**src/rtl/ixe_pkg.sv**
```systemverilog
package ixe_pkg;
  parameter int NUM_CHAN = 8;
  parameter int ADDR_W   = 16;
  parameter int DATA_W   = 16;
  parameter int CNT_W    = 8;
  localparam int CHAN_W  = $clog2(NUM_CHAN);
  localparam logic [CNT_W-1:0] CNT_LOOP = {CNT_W{1'b1}};

  // control word field positions
  localparam int CTRL_WORD_BIT = CNT_W;
  localparam int CTRL_STEP_LO  = CNT_W + 1;
  localparam int CTRL_EN_BIT   = CNT_W + 3;

  typedef enum logic [1:0] {
    SEL_SRC  = 2'd0,
    SEL_DST  = 2'd1,
    SEL_CTRL = 2'd2,
    SEL_NONE = 2'd3
  } cfgSel_e;

  typedef enum logic [1:0] {
    STEP_NONE  = 2'd0,
    STEP_SRC   = 2'd1,
    STEP_DST   = 2'd2,
    STEP_NONE2 = 2'd3
  } stepMode_e;

  typedef struct packed {
    logic              capture;  // read beat granted
    logic              commit;   // write beat granted
    logic              bounce;   // request on disabled channel
    logic              wrPhase;  // address mux select
    logic [CHAN_W-1:0] chan;     // channel addressed
  } ctlStrb_t;
endpackage

```
**src/rtl/ixe_control.sv**
```systemverilog
module ixe_control
  import ixe_pkg::*;
(
  input  logic                clk,
  input  logic                rstN,
  input  logic                svcReq,
  input  logic [CHAN_W-1:0]   svcChan,
  input  logic [NUM_CHAN-1:0] chanEn,
  input  logic                memGnt,
  output logic                svcReady,
  output logic                memReq,
  output logic                memWe,
  output logic                xferDone,
  output logic [CHAN_W-1:0]   xferChan,
  output ctlStrb_t            strb
);
  typedef enum logic [1:0] {ST_IDLE, ST_READ, ST_WRITE} state_e;
  state_e            state;
  logic [CHAN_W-1:0] activeChan;
  logic              accept;

  assign accept = (state == ST_IDLE) && svcReq && chanEn[svcChan];

  always_ff @(posedge clk or negedge rstN) begin
    if (!rstN) begin
      state      <= ST_IDLE;
      activeChan <= '0;
    end else begin
      unique case (state)
        ST_IDLE: if (accept) begin
          activeChan <= svcChan;
          state      <= ST_READ;
        end
        ST_READ:  if (memGnt) state <= ST_WRITE;
        ST_WRITE: if (memGnt) state <= ST_IDLE;
        default:  state <= ST_IDLE;
      endcase
    end
  end

  always_comb begin
    svcReady     = (state == ST_IDLE);
    memReq       = (state != ST_IDLE);
    memWe        = (state == ST_WRITE);
    xferDone     = (state == ST_WRITE) && memGnt;
    xferChan     = activeChan;
    strb.chan    = (state == ST_IDLE) ? svcChan : activeChan;
    strb.capture = (state == ST_READ) && memGnt;
    strb.commit  = (state == ST_WRITE) && memGnt;
    strb.bounce  = (state == ST_IDLE) && svcReq && !chanEn[svcChan];
    strb.wrPhase = (state == ST_WRITE);
  end
endmodule

```
**src/rtl/ixe_datapath.sv**
```systemverilog
module ixe_datapath
  import ixe_pkg::*;
(
  input  logic                clk,
  input  logic                rstN,
  input  ctlStrb_t            strb,
  input  logic                cfgWe,
  input  logic [CHAN_W-1:0]   cfgChan,
  input  logic [1:0]          cfgSel,
  input  logic [DATA_W-1:0]   cfgData,
  input  logic [DATA_W-1:0]   memRdata,
  output logic [NUM_CHAN-1:0] chanEn,
  output logic [ADDR_W-1:0]   memAddr,
  output logic [DATA_W-1:0]   memWdata,
  output logic                memByte,
  output logic [NUM_CHAN-1:0] cpuIrq
);
  logic [ADDR_W-1:0] srcArr  [NUM_CHAN];
  logic [ADDR_W-1:0] dstArr  [NUM_CHAN];
  logic [CNT_W-1:0]  cntNext [NUM_CHAN];
  logic [NUM_CHAN-1:0] wordArr;

  for (genvar g = 0; g < NUM_CHAN; g++) begin : g_ch
    logic [ADDR_W-1:0] srcPtr, dstPtr, stepAmt;
    logic [CNT_W-1:0]  cnt;
    logic              isWord, enR;
    stepMode_e         mode;
    logic              hit, cfgHit;

    assign hit     = strb.commit && (strb.chan == CHAN_W'(g));
    assign cfgHit  = cfgWe && (cfgChan == CHAN_W'(g));
    assign stepAmt = isWord ? ADDR_W'(2) : ADDR_W'(1);

    always_comb begin
      if (cnt == CNT_LOOP)  cntNext[g] = CNT_LOOP;
      else if (cnt == '0)   cntNext[g] = '0;
      else                  cntNext[g] = cnt - 1'b1;
    end

    always_ff @(posedge clk or negedge rstN) begin
      if (!rstN) begin
        srcPtr <= '0;
        dstPtr <= '0;
        cnt    <= '0;
        isWord <= 1'b0;
        enR    <= 1'b0;
        mode   <= STEP_NONE;
      end else if (hit) begin
        if (mode == STEP_SRC) srcPtr <= srcPtr + stepAmt;
        if (mode == STEP_DST) dstPtr <= dstPtr + stepAmt;
        cnt <= cntNext[g];
        if (cntNext[g] == '0) enR <= 1'b0;
      end else if (cfgHit) begin
        unique case (cfgSel_e'(cfgSel))
          SEL_SRC:  srcPtr <= cfgData[ADDR_W-1:0];
          SEL_DST:  dstPtr <= cfgData[ADDR_W-1:0];
          SEL_CTRL: begin
            cnt    <= cfgData[CNT_W-1:0];
            isWord <= cfgData[CTRL_WORD_BIT];
            mode   <= stepMode_e'(cfgData[CTRL_STEP_LO +: 2]);
            enR    <= cfgData[CTRL_EN_BIT];
          end
          default: ;
        endcase
      end
    end

    assign srcArr[g]  = srcPtr;
    assign dstArr[g]  = dstPtr;
    assign wordArr[g] = isWord;
    assign chanEn[g]  = enR;
  end

  logic              curWord;
  logic [ADDR_W-1:0] rawAddr;
  logic [DATA_W-1:0] dataReg;
  logic              finish;

  assign curWord  = wordArr[strb.chan];
  assign rawAddr  = strb.wrPhase ? dstArr[strb.chan] : srcArr[strb.chan];
  assign memAddr  = curWord ? {rawAddr[ADDR_W-1:1], 1'b0} : rawAddr;
  assign memByte  = !curWord;
  assign memWdata = dataReg;
  assign finish   = strb.commit && (cntNext[strb.chan] == '0);

  always_ff @(posedge clk or negedge rstN) begin
    if (!rstN) begin
      dataReg <= '0;
      cpuIrq  <= '0;
    end else begin
      if (strb.capture)
        dataReg <= curWord ? memRdata : {{(DATA_W-8){1'b0}}, memRdata[7:0]};
      cpuIrq <= '0;
      if (strb.bounce || finish) cpuIrq[strb.chan] <= 1'b1;
    end
  end
endmodule

```
**src/rtl/irq_xfer_engine.sv**
```systemverilog
module irq_xfer_engine
  import ixe_pkg::*;
(
  input  logic                clk,
  input  logic                rstN,
  input  logic                cfgWe,
  input  logic [CHAN_W-1:0]   cfgChan,
  input  logic [1:0]          cfgSel,
  input  logic [DATA_W-1:0]   cfgData,
  input  logic                svcReq,
  input  logic [CHAN_W-1:0]   svcChan,
  output logic                svcReady,
  output logic                memReq,
  output logic                memWe,
  output logic                memByte,
  output logic [ADDR_W-1:0]   memAddr,
  output logic [DATA_W-1:0]   memWdata,
  input  logic [DATA_W-1:0]   memRdata,
  input  logic                memGnt,
  output logic                xferDone,
  output logic [CHAN_W-1:0]   xferChan,
  output logic [NUM_CHAN-1:0] cpuIrq
);
  ctlStrb_t            strb;
  logic [NUM_CHAN-1:0] chanEn;

  ixe_control u_ctl (
    .clk, .rstN, .svcReq, .svcChan, .chanEn, .memGnt,
    .svcReady, .memReq, .memWe, .xferDone, .xferChan, .strb
  );

  ixe_datapath u_dp (
    .clk, .rstN, .strb, .cfgWe, .cfgChan, .cfgSel, .cfgData,
    .memRdata, .chanEn, .memAddr, .memWdata, .memByte, .cpuIrq
  );
endmodule

```
**config.mk**
```make
export PLATFORM = sky130hd
export DESIGN_NAME = irq_xfer_engine
export DESIGN_NICKNAME = d
export VERILOG_FILES = /design/src/rtl/ixe_pkg.sv /design/src/rtl/ixe_control.sv /design/src/rtl/ixe_datapath.sv /design/src/rtl/irq_xfer_engine.sv
export SDC_FILE = /design/constraint.sdc
export NUM_CORES = 1
export LEC_CHECK = 0
export BUFFER_PORTS_ARGS = -buffer_cell sky130_fd_sc_hd__clkbuf_2
export CORE_MARGIN = 2
export CORE_UTILIZATION = 40
export DETAILED_ROUTE_END_ITERATION = 16
export PLACE_DENSITY = 0.62
export SLEW_MARGIN = 20
export SYNTH_ARGS = -nofsm -noshare
export SYNTH_HDL_FRONTEND = slang
export SYNTH_SLANG_ARGS = --single-unit
```
**constraint.sdc**
```tcl
create_clock -name clk -period 4.7 [get_ports clk]
set_input_delay 0.47 -clock clk [delete_from_list [all_inputs] [get_ports clk]]
set_output_delay 0.47 -clock clk [all_outputs]
set_load 0.03 [all_outputs]
```
==> results.cfg, run 1 <==
[global_route]
grt_pass1_wl_um = 156000
grt_pass1_vias = 23900
grt.total_usage_pct = 31.0
antenna_found_initial = 3
grt_max_degree = 117
grt_overflow = 0

[drt]
drt_first_pass_iters = 6
viasPerCell = 6.65
wl_per_cell_um = 26.6
via_count = 26200
antenna_left = 0
wirelength_um = 105000
drt-initial-drc-count = 3639
remaining_drc_errors = 0

[sta]
slew-limit-headroom_pct = 20.1
final.min_clock_period_ns = 4.42
final-max-slew-violation-count = 0
tightest_slew_ns = 1.17
rsz0062_at_grt = no
max_freq_ghz = 0.226
finalSetupTns_ns = 0
setup_violations = 0
finalCritPeriodShare_pct = 94.0
skew_ns = 0.0278
hold_viol = 0

[floorplanning]
rows = 92
ioPinCount = 93
core_area_mm2 = 0.0629
start_util_pct = 40.3
fp.dieW_um = 256
die_y_um = 256
die_area_mm2 = 0.0653

[power]
ir_worst_vdd_mv = 0.278
power_density_mw_per_mm2 = 594
p_leak_nw = 11.4

[synthesis]
ys_ff_latch = 381
ys_dominant_reg_cell = dfrtp_1
synth_cell_types = 89
syn-num-nets = 3206
yosysSeqAreaShare_pct = 37.7
synth-edff-count = 0
ys_warn_count = 0
async_reset_ff_share_pct = 100
syn-instance-count = 3096
syn_area_mm2 = 0.0253
syn_avg_cell_area_um2 = 8.18

[clock_tree]
cts-htree-levels = 2
clock_path_buffers = 3
clk_latency_ns = 0.61
numCtsBuffers = 47
numClockSinks = 381
post_cts_buffers = 0
cts_root_buffer = clkbuf_16
clkTransAtPathRegs_ns = 0.06
cts_tree = built

[critical_path]
crit_path_max_fanout = 19
reg2reg_slack_ns = 0.99
worstSetupEndpointType = output port
cp.required_ns = 4.23
crit_arrival_ns = 3.95
r2r_start = u_ctl.state[0]
endpoint = memAddr[8]
r2r_end = u_dp.g_ch[1].cnt[5]
cp-start-kind = flip-flop
reg2reg_depth = 9
crit_start = u_ctl.state[0]
critPathKind = flip-flop to output port

[placement]
place_congestion = 1.03
dp_hpwl_um = 74000
portBuffers = 92

[min_path]
hp-class = input port to flip-flop

[cells_and_area]
antenna_cells = 0
drive_gt1_share_pct = 10.0
postLayoutCoreUtil_pct = 44.6
final_nets = 3170
area_delta_synth_final_pct = 10.6
fill_cells = 6176

[outcome]
outcome = complete, no violations

[flow_run]
drv_cap = 0
sequential cells by signal (all words and copies together), names as in the netlist:
name              flops
u_dp.g_ch.enR         8
u_dp.memWdata        16
u_dp.g_ch.isWord      8
u_dp.g_ch.srcPtr    128
u_dp.cpuIrq           8
u_dp.g_ch.dstPtr    128
u_ctl.xferChan        3
u_dp.g_ch.cnt        64
u_ctl.state           2
u_dp.g_ch.mode       16
layout by cell type, fill, tap and decap left out, drive strengths merged, types with 20 or more instances in the layout:
master / netlist / final
ha: 49 / 49
buf: 95 / 55
nand2b: 20 / 20
a21oi: 346 / 346
nor3: 82 / 82
o22ai: 114 / 114
inv: 119 / 120
nor2: 234 / 234
mux2i: 24 / 24
a221oi: 60 / 60
nor4: 20 / 20
a22o: 67 / 67
a211oi: 20 / 20
o21ai: 274 / 274
and3: 44 / 44
a221o: 20 / 20
nand4: 31 / 31
o21a: 21 / 21
dfrtp: 381 / 381
o22a: 35 / 35
a31oi: 65 / 65
nand2: 402 / 402
clkbuf: 137 / 156
nand3: 92 / 92
a2bb2oi: 31 / 31
through the flow:
stage               hold slack, ns  cell area [µm²]  instances  power, W  setup WS, ns
floorplan                    0.174            25300       3096   0.00989          1.36
global placement             0.457            26400       3856    0.0123         0.880
detailed placement           0.463            26400       3856    0.0125          1.02
CTS                         0.0487            28000       3940    0.0164         0.388
global route                0.0768            28000       3940    0.0174         0.175
finish                      0.0654            28000       3940    0.0166         0.282
worst min path at each step:
stage,from,depth (start not counted),endpoint
2_1_floorplan,rstN,0,u_ctl.state[0]
3_3_place_gp,u_dp.memWdata[7],2,u_dp.memWdata[7]
3_5_place_dp,u_dp.memWdata[3],2,u_dp.memWdata[3]
4_1_cts,memRdata[7],3,u_dp.memWdata[7]
5_1_grt,memRdata[0],3,u_dp.memWdata[0]
6_report,memRdata[7],3,u_dp.memWdata[7]
logic make-up (layout without fill, tap and decap cells):
logic type,count (synthesis),in the layout,synth area share (%)
flip-flops,381,381,37.7
multiplexers,60,60,3.31
AND/OR/NAND/NOR,1059,1059,19.8
XOR/XNOR,7,7,0.242
buffers and inverters,351,349,5.81
AO/OA/AOI/OAI,1173,1173,29.5
adder cells (fa/ha/maj),65,65,3.69
where the power goes:
part / switching, W / internal (W) / leakage, nW
registers: 0.00189 / 0.00434 / 4.66
clock network: 0.00155 / 0.00239 / 0.806
logic: 0.00411 / 0.00237 / 5.98
worst max-delay path: stages (launching register included):
cell and delay, ns:
dfrtp_1 0.49, or2_2 0.37, inv_2 0.22, o21a_1 0.86, o21ai_0 0.40, a221oi_1 0.41
mux4_2 0.35, inv_1 0.06, clkbuf_2 0.17
final cells by class:
type	instances	area, µm²	area share [%]
multi-input cells	2364	14400	51.5
repair buffers	147	923	3.30
inverters	119	447	1.59
clock buffers	65	1350	4.83
well taps	846	1060	3.78
clock inverters	18	275	0.982
flip-flops and latches	381	9530	34.0
layer usage:
layer	up-vias	GRT usage, %	wire [µm]
met2	1549	45.3	44400
met5	-	0	23
met3	278	7.83	12400
li1	11500	-	-
met1	12900	43.6	43200
met4	4	12.5	4720
synth_stat cells, types with 35 or more instances:
library cell	number	area share, %
inv_1	118	1.7
a221oi_1	60	2.1
dfrtp_1	381	38
a21oi_1	346	6.8
ha_1	49	2.4
nand2_1	402	6.0
nor3_1	82	1.6
nand3_1	92	1.8
and3_1	44	1.1
a22o_1	67	2.3
a31oi_1	65	1.6
buf_2	68	1.3
o22ai_1	114	2.8
o21ai_0	260	5.1
nor2_1	229	3.4
clkbuf_1	137	2.0
o22a_1	35	1.2
what timing repair did:
item / in CTS / in global routing
hold buffers: 1 / 0
endpoints found under the hold margin: 77 / 0
gates resized for setup: 0 / 0
Note: power is estimated with default switching activity, not from simulation.
==> inputs of run 2 (changes only) <==
--- a/config.mk
+++ b/config.mk
@@ -5,7 +5,9 @@
 export SDC_FILE = /design/constraint.sdc
 export NUM_CORES = 1
 export LEC_CHECK = 0
+export ABC_AREA = 1
 export BUFFER_PORTS_ARGS = -buffer_cell sky130_fd_sc_hd__clkbuf_2
+export CAP_MARGIN = 20
 export CORE_MARGIN = 2
 export CORE_UTILIZATION = 40
 export DETAILED_ROUTE_END_ITERATION = 16
==> results.cfg, run 2 <==
[synthesis]
syn_area_mm2 = 0.0261
ys_warn_count = 0
synth_cell_types = 53
synth_commonest_cells = 848 x nand2_1, 476 x nor2_1, 457 x inv_1
syn-num-nets = 3838
yosysSeqAreaShare_pct = 36.5
syn-instance-count = 3728
async_reset_ff_share_pct = 100
synthTopCellsByArea = dfrtp_1 37%, nand2_1 12%, nor2_1 6.8%
synth_most_common_cell = nand2_1
ys_dominant_reg_cell = dfrtp_1
synth-edff-count = 0
yosys.area.top_type_share_pct = 36.5
synth_top_cell_by_area = dfrtp_1
syn_avg_cell_area_um2 = 7.01
ys_ff_latch = 381

[cells_and_area]
finalNonFillerCells = 4653
drive_gt1_share_pct = 7.16
antenna_cells = 0
reg_top3 = u_dp.g_ch.dstPtr x128, u_dp.g_ch.srcPtr x128, u_dp.g_ch.cnt x64
final_nets = 3876
postLayoutCoreUtil_pct = 44.8
final_cell_mix = 848 x nand2_1, 475 x nor2_1, 457 x inv_1
layout_commonest_cell = nand2_1
area_delta_synth_final_pct = 10.6

[power]
switchingPower_w = 0.00824
p_leak_nw = 13.2
ir_worst_vdd_mv = 0.294
clkPwrFrac_pct = 22.8
p_int_w = 0.00909
seqPwrFrac_pct = 32.5
p_comb_share_pct = 44.8
power_density_mw_per_mm2 = 600
sw_frac_of_total_pct = 47.6

[clock_tree]
cts_tree = built
post_cts_resized = 0
clock_path_buffers = 3
clkTransAtPathRegs_ns = 0.06
clk_latency_ns = 0.59
numClockSinks = 381
cts_root_buffer = clkbuf_16
hold_buffers = 1
numCtsBuffers = 48
post_cts_buffers = 0
cts-htree-levels = 2

[sta]
finalCritPeriodShare_pct = 97.2
finalSetupTns_ns = 0
max_freq_ghz = 0.219
final.min_clock_period_ns = 4.57
skew_ns = 0.0123
slew-limit-headroom_pct = 22.8
postLayoutSetupSlackWorst_ns = 0.133
hold_viol = 0
rsz0062_at_grt = no
setup_violations = 0
tightest_slew_ns = 1.15
final-max-slew-violation-count = 0

[critical_path]
r2r_end = u_dp.g_ch[4].dstPtr[10]
crit_arrival_ns = 4.10
reg2reg_depth = 13
worstSetupEndpointType = output port
r2r_start = u_ctl.state[0]
crit_path_max_fanout = 52
cp.required_ns = 4.23
slowest_stage = inv_2
critPathKind = flip-flop to output port
critPathMaxStageDelay_ns = 0.68
cp-start-kind = flip-flop
crit_path_frequent_cell = nand2_1
worstPathCellList = nor2_2 > nand2_1 > o21ai_2 > nand2_4 > inv_2 > a21oi_1 > o211ai_1 > o311ai_0 > nand2_1 > clkbuf_2
reg2reg_slack_ns = 0.89

[global_route]
grt_pass1_wl_um = 154000
grt_pass1_vias = 24600
grt_overflow = 0
antenna_found_initial = 1
grt_max_degree = 98
grt.total_usage_pct = 30.1

[min_path]
min_to = u_dp.memWdata[7]
whs_path_depth = 3
hp-class = input port to flip-flop
worst_hold_startpoint = memRdata[7]

[drt]
wirelength_um = 103000
via_count = 27100
viasPerCell = 5.83
remaining_drc_errors = 0
drt_first_pass_iters = 6
drt-initial-drc-count = 3501
antenna_left = 0
wl_per_cell_um = 22.2

[placement]
place_congestion = 1.02
portBuffers = 92
preCtsSetupSlack_ns = 0.815
place_inst = 4569
dp_hpwl_um = 75900

[floorplanning]
rows = 93
fp.dieW_um = 260
start_util_pct = 40.5
die_area_mm2 = 0.0674
core_area_mm2 = 0.0645
die_y_um = 260
ioPinCount = 93

[outcome]
outcome = complete, no violations

[flow_run]
drv_cap = 0
## run 2: cell count changes after synthesis, moves of 33 or more
cell	delta
nand2_1	+446
inv_1	+339
nor2_1	+247
a21oi_1	-171
clkbuf_1	-113
nand3_1	+74
a22o_1	-67
xor2_1	+66
a221oi_1	-54
a31oi_1	+48
and3_1	-43
o221ai_1	+41
o22a_1	-33
## run 2: per-layer routing
layer | part of all wire [%] | track usage [%] | wire (µm)
met2 | 44 | 46.7 | 45600
met5 | 0.012 | 0 | 12
met3 | 9.2 | 5.17 | 9480
met1 | 41 | 40.4 | 41800
met4 | 5.9 | 15.5 | 6100
## run 2: worst max-delay path by stage
stage	slack, ns	end	startpoint	cells past startpoint
floorplan	1.88	memAddr[0]	u_ctl.state[0]	11
global placement	0.82	memAddr[13]	u_ctl.state[0]	10
detailed placement	0.81	u_dp.g_ch[0].srcPtr[11]	u_ctl.state[0]	13
CTS	0.17	memAddr[0]	u_ctl.state[0]	10
global route	0.03	memAddr[0]	u_ctl.state[0]	10
finish	0.13	memAddr[13]	u_ctl.state[0]	10
## run 2: stage by stage
step	hold WS [ns]	power, W	area (µm²)
3_3_place_gp	0.464	0.0131	27200
2_1_floorplan	0.174	0.0104	26100
3_5_place_dp	0.464	0.0131	27200
4_1_cts	0.0514	0.0171	28900
5_1_grt	0.0766	0.0183	28900
6_report	0.0722	0.0173	28900
## run 2: power groups by stage
stage / Clock, W / Sequential (W) / Combinational (W)
floorplan: 0 / 0.00536 / 0.00509
global placement: 0 / 0.00562 / 0.00748
detailed placement: 0 / 0.00561 / 0.00751
CTS: 0.00399 / 0.00557 / 0.00755
global route: 0.00411 / 0.00575 / 0.00848
finish: 0.00395 / 0.00563 / 0.00776
## run 2: kinds of logic after synthesis
family                     count (synthesis)  synth area share (%)
AOI/OAI and AO/OA                        889                  20.5
xor gates and xnor gates                  79                  2.65
adders and majority gates                 65                  3.57
buffers and inverters                    622                  9.71
DFF                                      381                  36.5
and+or+nand+nor                         1692                  27.1
## run 2: worst max-delay path, delay by kind of cell (launching register included)
| family | cells | cell delay (ns) |
|---|---|---|
| AOI/OAI and AO/OA | 4 | 0.80 |
| buffers and inverters | 2 | 0.94 |
| DFF | 1 | 0.44 |
| and+or+nand+nor | 4 | 1.31 |
## run 2: cell type report
cell class	count	area, µm²
timing repair buffer	122	756
sequential	381	9530
inverter	488	1830
clock buffer	68	1390
fill	6637	35600
tap	855	1070
clock inverter	14	250
multi-input combinational	2725	14100
